### config.mk
export PLATFORM = sky130hd
export DESIGN_NAME = corr_time_base
export DESIGN_NICKNAME = d
export VERILOG_FILES = /design/src/rtl/corr_tb_pkg.sv /design/src/rtl/corr_div_counter.sv /design/src/rtl/corr_tb_ctrl.sv /design/src/rtl/corr_tb_dpath.sv /design/src/rtl/corr_time_base.sv
export SDC_FILE = /design/constraint.sdc
export NUM_CORES = 1
export LEC_CHECK = 0
export ABC_CLOCK_PERIOD_IN_PS = 3800
export BUFFER_PORTS_ARGS = -buffer_cell sky130_fd_sc_hd__buf_4
export CORE_ASPECT_RATIO = 0.8
export CORE_MARGIN = 4
export CORE_UTILIZATION = 50
export CTS_CLUSTER_SIZE = 24
export DETAILED_ROUTE_END_ITERATION = 10
export PLACE_DENSITY = 0.79
export SLEW_MARGIN = 0
export SYNTH_ARGS = -nofsm -noshare
export SYNTH_HDL_FRONTEND = slang
export SYNTH_SLANG_ARGS = --single-unit
export TNS_END_PERCENT = 10
### constraint.sdc
create_clock -name clk -period 3.8 [get_ports clk]
set_input_delay 0.76 -clock clk [delete_from_list [all_inputs] [get_ports clk]]
set_output_delay 0.76 -clock clk [all_outputs]
set_load 0.02 [all_outputs]
### src/rtl/corr_tb_pkg.sv
package corr_tb_pkg;
  localparam int ADDR_W = 10;
  localparam logic [ADDR_W-1:0] ADR_STATUS  = 10'h380;
  localparam logic [ADDR_W-1:0] ADR_NEWDATA = 10'h384;
  localparam logic [ADDR_W-1:0] ADR_TICCNT  = 10'h388;
  localparam logic [ADDR_W-1:0] ADR_ACCCNT  = 10'h38c;
  localparam logic [ADDR_W-1:0] ADR_CLEAR   = 10'h390;
  localparam logic [ADDR_W-1:0] ADR_SWRST   = 10'h3c0;
  localparam logic [ADDR_W-1:0] ADR_TICDIV  = 10'h3c4;
  localparam logic [ADDR_W-1:0] ADR_ACCDIV  = 10'h3c8;

  typedef struct packed {
    logic wrTicDiv;
    logic wrAccDiv;
    logic wrClear;
    logic wrReset;
    logic rdNewData;
  } tbStrobe_t;
endpackage

### src/rtl/corr_div_counter.sv
module corr_div_counter #(
  parameter int CNT_W = 24,
  parameter logic [CNT_W-1:0] INIT = '0
) (
  input  logic             clk,
  input  logic             rstN,
  input  logic             hold,
  input  logic             load,
  input  logic [CNT_W-1:0] loadVal,
  output logic [CNT_W-1:0] count,
  output logic [CNT_W-1:0] divide,
  output logic             pulse
);
  always_ff @(posedge clk or negedge rstN) begin
    if (!rstN) begin
      divide <= INIT;
      count  <= INIT;
    end else if (load) begin
      divide <= loadVal;
      count  <= loadVal;
    end else if (hold || count == '0) begin
      count <= divide;
    end else begin
      count <= count - CNT_W'(1);
    end
  end

  assign pulse = (count == '0) && !hold;

  // a free-running count falls by exactly one
  a_r6_decrement: assert property (@(posedge clk) disable iff (!rstN)
    (!load && !hold && count != '0) |=> count == $past(count) - CNT_W'(1));
  // terminal count reloads the divide
  a_r1_reload: assert property (@(posedge clk) disable iff (!rstN)
    (!load && count == '0) |=> count == divide);
  // pulse lasts one cycle when the divide is nonzero
  a_r9_one_cycle: assert property (@(posedge clk) disable iff (!rstN)
    (pulse && divide != '0 && !load) |=> !pulse);
endmodule

### src/rtl/corr_tb_ctrl.sv
module corr_tb_ctrl
  import corr_tb_pkg::*;
#(
  parameter int CNT_W  = 24,
  parameter int NUM_CH = 12,
  parameter int DATA_W = 32
) (
  input  logic              busWe,
  input  logic              busRe,
  input  logic [ADDR_W-1:0] busAddr,
  input  logic [CNT_W-1:0]  ticCount,
  input  logic [CNT_W-1:0]  accCount,
  input  logic [CNT_W-1:0]  ticDiv,
  input  logic [CNT_W-1:0]  accDiv,
  input  logic              ticFlag,
  input  logic              accFlag,
  input  logic [NUM_CH-1:0] newData,
  input  logic              swRst,
  output tbStrobe_t         strb,
  output logic [DATA_W-1:0] busRdata
);
  always_comb begin
    strb.wrTicDiv  = busWe && busAddr == ADR_TICDIV;
    strb.wrAccDiv  = busWe && busAddr == ADR_ACCDIV;
    strb.wrClear   = busWe && busAddr == ADR_CLEAR;
    strb.wrReset   = busWe && busAddr == ADR_SWRST;
    strb.rdNewData = busRe && busAddr == ADR_NEWDATA;
  end

  always_comb begin
    case (busAddr)
      ADR_STATUS:  busRdata = DATA_W'({accFlag, ticFlag});
      ADR_NEWDATA: busRdata = DATA_W'(newData);
      ADR_TICCNT:  busRdata = DATA_W'(ticCount);
      ADR_ACCCNT:  busRdata = DATA_W'(accCount);
      ADR_SWRST:   busRdata = DATA_W'(swRst);
      ADR_TICDIV:  busRdata = DATA_W'(ticDiv);
      ADR_ACCDIV:  busRdata = DATA_W'(accDiv);
      default:     busRdata = '0;
    endcase
  end
endmodule

### src/rtl/corr_tb_dpath.sv
module corr_tb_dpath
  import corr_tb_pkg::*;
#(
  parameter int CNT_W  = 24,
  parameter int NUM_CH = 12,
  parameter int DATA_W = 32,
  parameter logic [CNT_W-1:0] TIC_INIT = 24'h18FFFF,
  parameter logic [CNT_W-1:0] ACC_INIT = 24'h001FFF
) (
  input  logic              clk,
  input  logic              rstN,
  input  tbStrobe_t         strb,
  input  logic [DATA_W-1:0] wdata,
  input  logic [NUM_CH-1:0] dumpIn,
  output logic [CNT_W-1:0]  ticCount,
  output logic [CNT_W-1:0]  accCount,
  output logic [CNT_W-1:0]  ticDiv,
  output logic [CNT_W-1:0]  accDiv,
  output logic              ticPulse,
  output logic              accPulse,
  output logic              ticFlag,
  output logic              accFlag,
  output logic [NUM_CH-1:0] newData,
  output logic              swRst
);
  localparam int NUM_CNT = 2;
  localparam logic [NUM_CNT-1:0][CNT_W-1:0] INITS = {ACC_INIT, TIC_INIT};

  logic [NUM_CNT-1:0]            loads;
  logic [NUM_CNT-1:0][CNT_W-1:0] counts;
  logic [NUM_CNT-1:0][CNT_W-1:0] divs;
  logic [NUM_CNT-1:0]            pulses;

  assign loads = {strb.wrAccDiv, strb.wrTicDiv};

  for (genvar g = 0; g < NUM_CNT; g++) begin : g_cnt
    corr_div_counter #(.CNT_W(CNT_W), .INIT(INITS[g])) u_cnt (
      .clk(clk), .rstN(rstN), .hold(swRst), .load(loads[g]),
      .loadVal(wdata[CNT_W-1:0]), .count(counts[g]),
      .divide(divs[g]), .pulse(pulses[g]));
  end

  assign ticCount = counts[0];
  assign accCount = counts[1];
  assign ticDiv   = divs[0];
  assign accDiv   = divs[1];
  assign ticPulse = pulses[0];
  assign accPulse = pulses[1];

  logic clrTic, clrAcc;
  assign clrTic = strb.wrClear && wdata[0];
  assign clrAcc = strb.wrClear && wdata[1];

  always_ff @(posedge clk or negedge rstN) begin
    if (!rstN) begin
      swRst   <= 1'b0;
      ticFlag <= 1'b0;
      accFlag <= 1'b0;
      newData <= '0;
    end else begin
      if (strb.wrReset) swRst <= wdata[0];
      if (swRst) begin
        ticFlag <= 1'b0;
        accFlag <= 1'b0;
        newData <= '0;
      end else begin
        ticFlag <= ticPulse || (ticFlag && !clrTic);
        accFlag <= accPulse || (accFlag && !clrAcc);
        newData <= dumpIn | (strb.rdNewData ? '0 : newData);
      end
    end
  end

  // a set flag survives any cycle without its clear
  a_r3_sticky: assert property (@(posedge clk) disable iff (!rstN)
    (ticFlag && !clrTic && !swRst) |=> ticFlag);
  // a clear with no coincident event drops the flag
  a_r4_clear: assert property (@(posedge clk) disable iff (!rstN)
    (clrAcc && !accPulse) |=> !accFlag);
  // a dump always lands in the bitmap
  a_r7_dump_sets: assert property (@(posedge clk) disable iff (!rstN)
    (!swRst && dumpIn != '0) |=> ((newData & $past(dumpIn)) == $past(dumpIn)));
  // the hold keeps both events silent
  a_r8_hold_quiet: assert property (@(posedge clk) disable iff (!rstN)
    swRst |-> (!ticPulse && !accPulse));
endmodule

### src/rtl/corr_time_base.sv
module corr_time_base
  import corr_tb_pkg::*;
#(
  parameter int CNT_W  = 24,
  parameter int NUM_CH = 12,
  parameter int DATA_W = 32,
  parameter logic [CNT_W-1:0] TIC_INIT = 24'h18FFFF,
  parameter logic [CNT_W-1:0] ACC_INIT = 24'h001FFF
) (
  input  logic              clk,
  input  logic              rstN,
  input  logic              busWe,
  input  logic              busRe,
  input  logic [ADDR_W-1:0] busAddr,
  input  logic [DATA_W-1:0] busWdata,
  output logic [DATA_W-1:0] busRdata,
  input  logic [NUM_CH-1:0] dumpIn,
  input  logic              irqEnable,
  output logic              ticStrobe,
  output logic              accumIrq
);
  tbStrobe_t         strb;
  logic [CNT_W-1:0]  ticCount, accCount, ticDiv, accDiv;
  logic              ticPulse, accPulse, ticFlag, accFlag, swRst;
  logic [NUM_CH-1:0] newData;

  corr_tb_ctrl #(.CNT_W(CNT_W), .NUM_CH(NUM_CH), .DATA_W(DATA_W)) u_ctrl (
    .busWe(busWe), .busRe(busRe), .busAddr(busAddr),
    .ticCount(ticCount), .accCount(accCount), .ticDiv(ticDiv), .accDiv(accDiv),
    .ticFlag(ticFlag), .accFlag(accFlag), .newData(newData), .swRst(swRst),
    .strb(strb), .busRdata(busRdata));

  corr_tb_dpath #(.CNT_W(CNT_W), .NUM_CH(NUM_CH), .DATA_W(DATA_W),
                  .TIC_INIT(TIC_INIT), .ACC_INIT(ACC_INIT)) u_dpath (
    .clk(clk), .rstN(rstN), .strb(strb), .wdata(busWdata), .dumpIn(dumpIn),
    .ticCount(ticCount), .accCount(accCount), .ticDiv(ticDiv), .accDiv(accDiv),
    .ticPulse(ticPulse), .accPulse(accPulse), .ticFlag(ticFlag),
    .accFlag(accFlag), .newData(newData), .swRst(swRst));

  assign ticStrobe = ticPulse;
  assign accumIrq  = accFlag && irqEnable;

  // interrupt falls once a clear takes the flag down
  a_r5_irq_drop: assert property (@(posedge clk) disable iff (!rstN)
    (busWe && busAddr == ADR_CLEAR && busWdata[1] && !accPulse) |=> !accumIrq);
endmodule

-- After elaboration in Yosys (flattened, before gate mapping)
Index checks and enable logic that the tools add are counted.
- register bits: 111
- bits of input ports: 59
- output and inout bits: 34
- word-level logic and storage cells: 49
- add/sub/neg operators: 2
- eq/ne operators: 8
- mux-type cells: 9
- bitwise gates (word level): 1
- reductions and logical operators: 21
- operator list (kind ; count):
    24-bit one-hot mux with 7 select lines ; 1
    24-bit 2-to-1 mux ; 4
    10-bit equality test (second input constant) ; 8
    24-bit logical NOT ; 2
    24-bit by 1-bit subtractor with 24-bit output (second input constant) ; 2
    12-bit 2-to-1 mux ; 2
    1-bit logical AND ; 12
    12-bit bitwise OR ; 1
    1-bit logical OR ; 4
    1-bit logical NOT ; 3
    1-bit 2-to-1 mux ; 2

-- Longest topological paths before layout
- word-level depth: 7
- depth in mapped cells: 9
- depth with buffers taken out: 7

-- Cells and area by module
Synthesis repeated with hierarchy kept, for this count alone.
- cells, all modules: 740
- area total of the unflattened synthesis: 6944.2 um^2
- by module, submodules not included (module ; instances ; cells each ; area each (um^2)):
    corr_div_counter at u_dpath.g_cnt[0].u_cnt ; 1 ; 251 ; 2492.4
    corr_div_counter at u_dpath.g_cnt[1].u_cnt ; 1 ; 251 ; 2479.9
    corr_tb_ctrl ; 1 ; 177 ; 1345.0
    corr_tb_dpath ; 1 ; 60 ; 620.6
    corr_time_base ; 1 ; 1 ; 6.3

-- Least setup slack after synthesis
OpenSTA, ideal clock, no wires.
- kind: input port to output port
- start: input busAddr[5]
- end: output busRdata[10]
- arrival time: 2.521 ns
- data required time: 3.040 ns
- slack: 0.519 ns
- stages: 7
- path buffers: 2
- cell sequence: nand4b_1 > clkbuf_1 > or3_1 > nor4b_1 > clkbuf_1 > nand2_1 > nand3_1
- word-level cells in the longest chain between the ends: 2
- elaborated cells between the ends (all ways): 8
- ends and longest elaborated chain (element ; line ; text):
    from (decl) ; corr_time_base.sv:14 ; input logic [ADDR_W-1:0] busAddr,
    10-bit equality test ; corr_tb_ctrl.sv:31 ; case (busAddr)
    24-bit one-hot mux with 7 select lines * ; corr_tb_ctrl.sv:31 ;
    to (decl) ; corr_time_base.sv:16 ; output logic [DATA_W-1:0] busRdata,
Every way passes the cells marked *; elsewhere a longest branch is shown, timed or not.

-- Final worst setup path
- start: input busAddr[1]
- end: output busRdata[9]
Same word-level chain as after synthesis.

==> reports/results.tsv <==
stage	metric	value	unit
cts	hold buffers post-CTS	0	
routing	Post-DRT Antenna Nets	0	
cells_and_area	Core Util, Final	61.0	%
routing	via count	5581	
sta	Final Hold Vio Count	0	
global_routing	initial antenna violation count	0	
setup_path	Arrival @ worst endpoint	2.66	ns
cts	worst skew pair latency	0.35	ns
floorplanning	Core ar.	0.0116	sq mm
sta	Max Fclk	0.292	GHz
power	clock share of power	26.0	%
sta	slew at the pin closest to its max-slew limit	0.965	ns
logic_synthesis	leading post-synthesis cells by cell area	dfstp_2, dfrtp_1, nand2_1, xnor2_1, o211ai_1	
logic_synthesis	FFs w/ async S/R, synth	100	%
power	Int Pwr	2440	uW
placed_design	cell count after placement	871	
sta	# setup viols final	0	
sta	RSZ-0062 raised after global routing	false	
logic_synthesis	Mapped Cells	669	
cells_and_area	multi-input logic area	0.00302	sq mm
logic_synthesis	number of flops mapped to enable cells by yosys	0	
floorplanning	I/O pin cnt	93	
floorplanning	Chip Height	106	um
setup_path	Worst EP required	3.04	ns
global_routing	Total GRT Usage	27.3	%
setup_path	crit end category	primary output	
logic_synthesis	cell taking the most area after synthesis	dfstp_2	
cts	Clk pin slew, worst setup/hold paths	0.07	ns
global_routing	met3 GRT Util	6.58	%
logic_synthesis	Post-Syn Area	0.00603	sq mm
setup_path	reg-to-reg slack, setup	0.99	ns
logic_synthesis	synth unique cells	48	
setup_path	most used cell, CP	buf_4	
global_routing	GR Overflow Total	0	
setup_path	Setup CP Type	input port to primary output	
logic_synthesis	top_reg_cell synth	dfstp_2	
cts	CTS Buf Count	9	
job	max_cap viols	0	
setup_path	CP max-delay cell	or4b_1	
logic_synthesis	Seq/Total Area, Yosys	47.4	%
sta	period utilization	90.0	%
routing	Via density	6.29	
cells_and_area	fin nets	797	
power	switching share of power	33.2	%
cts	Post-CTS Resized	0	
placed_design	global placer's final weighted congestion	0.880	
routing	DRT iter0 DRCs	751	
floorplanning	Initial Util	51.8	%
floorplanning	die area	0.0139	sq mm
cts	clk sink count	111	
global_routing	met1 usage	39.1	%
global_routing	first-pass GRT wire length	29500	um
floorplanning	Rows	35	
power	total power	3650	uW
cells_and_area	sequential cell area	0.00286	sq mm
power	net switching power	1210	uW
global_routing	largest net degree at the start of global routing	51	
logic_synthesis	most instantiated cells after synthesis	nand2_1, dfstp_2, dfrtp_1	
routing	drt total wl	18600	um
global_routing	vias in the first global route	5549	
setup_path	type of origin of the critical path	input port	
setup_path	delay of the slowest critical-path stage	0.64	ns
cells_and_area	filler cell count	995	
logic_synthesis	yosys warns	0	
cts	setup bufs post-CTS	0	
sta	worst relative slew slack	35.7	%
cells_and_area	fin cells	887	
cts	Clock Tree Root	clkbuf_16	
routing	DRT Pass-1 Iters	5	
cells_and_area	share of cells above drive strength 1	26.0	%
floorplanning	Chip Width	131	um
placed_design	Final HPWL DP	13100	um
routing	drt drc	0	
placed_design	number of port buffers	76	
sta	Final min period	3.42	ns
cells_and_area	ANT cells	0	
sta	max-slew violation count	0	
logic_synthesis	share of the synthesized area in the top cell type	27.0	%
power	Power Dens Cells	514	mW/mm^2
min_path	worst hold path type	input port to async pin	
power	Leak Pwr	0.00307	uW
cells_and_area	area delta synth->final	17.8	%
setup_path	crit path cell chain	buf_4 -> or4b_1 -> nor3_2 -> buf_4 -> a22oi_1 -> nand3_1 -> buf_4	
power	combinational group share of total power	24.3	%
sta	Setup TNS	0	ns
logic_synthesis	Seq cells post-synth	111	
cts	# H-tree levels	3	
global_routing	Most Crowded Layer GR	met2	
cts	CTS Buffer Depth	2	
routing	wire per inst	21.0	um
logic_synthesis	count leader, synth	nand2_1	
cts	CTS tree	built	
logic_synthesis	Mean Syn Cell Area	9.01	sq um
power	VDD IR max	0.304	mV
run_status	status	complete, no violations	
sta	Worst Skew	0.0122	ns
global_routing	met2 Track Usage GR	41.5	%
setup_path	Critical Path Fanout Max	23	
power	part of the power in registers	49.7	%
per-stage QoR:
stage / worst slack [ns] / hold slack [ns] / instance area (sq um)
2_1_floorplan: 0.519 / 0.446 / 6050
3_3_place_gp: 0.462 / 0.459 / 6800
3_5_place_dp: 0.442 / 0.472 / 6800
4_1_cts: 0.446 / 0.452 / 7100
5_1_grt: 0.349 / 0.459 / 7100
6_report: 0.381 / 0.423 / 7100
power groups by stage:
stage / combinational, uW / clock (uW) / sequential, uW
5_1_grt: 979 / 1010 / 1850
4_1_cts: 880 / 955 / 1800
3_5_place_dp: 874 / 0 / 1810
6_report: 886 / 949 / 1820
2_1_floorplan: 668 / 0 / 1690
3_3_place_gp: 848 / 0 / 1800
per-layer routing:
layer | wire length [um] | up-vias
met1 | 7720 | 2700
met3 | 2020 | 32
met5 | 0 | -
met2 | 8600 | 336
met4 | 291 | 0
li1 | - | 2513
layout by cell type, fill, tap and decap left out, types with 2 or more instances in the layout:
master,instances
a21oi_1,17
a222oi_1,12
a22oi_1,23
a31oi_4,2
and2_1,3
and3b_1,2
buf_4,95
clkbuf_16,10
clkinv_2,2
conb_1,8
dfrtp_1,49
dfstp_2,62
ha_1,4
inv_1,6
inv_6,2
mux2_2,2
mux2i_1,3
nand2_1,200
nand3_1,33
nand4_1,5
nand4b_1,2
nor2_1,30
nor3_1,17
nor3_2,2
nor4_1,14
nor4_2,2
nor4_4,5
o211ai_1,27
o21a_1,2
o21ai_0,4
o221ai_1,18
o221ai_2,3
o31a_1,2
o31ai_1,2
or3_1,7
or4_1,9
or4b_1,3
xnor2_1,26
xor2_1,11
area by class of cell:
cell class,instances,area share (%)
clock buffer,11,3.72
clock inverter,5,0.511
inverter,6,0.317
multi-input combinational,511,42.6
sequential,111,40.2
tap,148,2.61
timing repair buffer,95,10.0
critical path, delay by kind of cell:
kind / cells / cell delay [ns]
buffers and inverters: 3 / 0.67
and+or+nand+nor: 3 / 1.07
AOI/OAI and AO/OA: 1 / 0.14
logic make-up after synthesis:
kind of cell	after synthesis	synth area share, %
fa+ha+maj	4	0.830
simple gates	340	26.4
other cells	1	0.0622
mux	5	0.872
compound gates	117	15.0
xor+xnor	37	5.38
buf+inv	54	4.07
flops	111	47.4
registers in the layout, summed over array words and instances, names as in the netlist:
signal and count:
u_dpath.ticFlag 1, u_dpath.swRst 1, u_dpath.g_cnt.u_cnt.divide 48, u_dpath.accFlag 1, u_dpath.newData 12, u_dpath.g_cnt.u_cnt.count 48
final timing paths:
kind | startpoint | to | depth (start not counted)
worst min-delay path | rstN | u_dpath.g_cnt[1].u_cnt.count[14]$_DFF_PN0_ | 1
min in group clk | u_dpath.g_cnt[0].u_cnt.divide[14]$_DFFE_PN1P_ | u_dpath.g_cnt[0].u_cnt.divide[14]$_DFFE_PN1P_ | 2
worst max-delay path | busAddr[1] | busRdata[9] | 7
max in group asynchronous | rstN | u_dpath.g_cnt[0].u_cnt.count[13]$_DFF_PN1_ | 2
worst min register to register | u_dpath.g_cnt[0].u_cnt.divide[14]$_DFFE_PN1P_ | u_dpath.g_cnt[0].u_cnt.divide[14]$_DFFE_PN1P_ | 2
worst max register to register | u_dpath.g_cnt[1].u_cnt.count[16]$_DFF_PN0_ | u_dpath.g_cnt[1].u_cnt.count[18]$_DFF_PN0_ | 5
No activity file was read; power rests on OpenSTA's default activity.
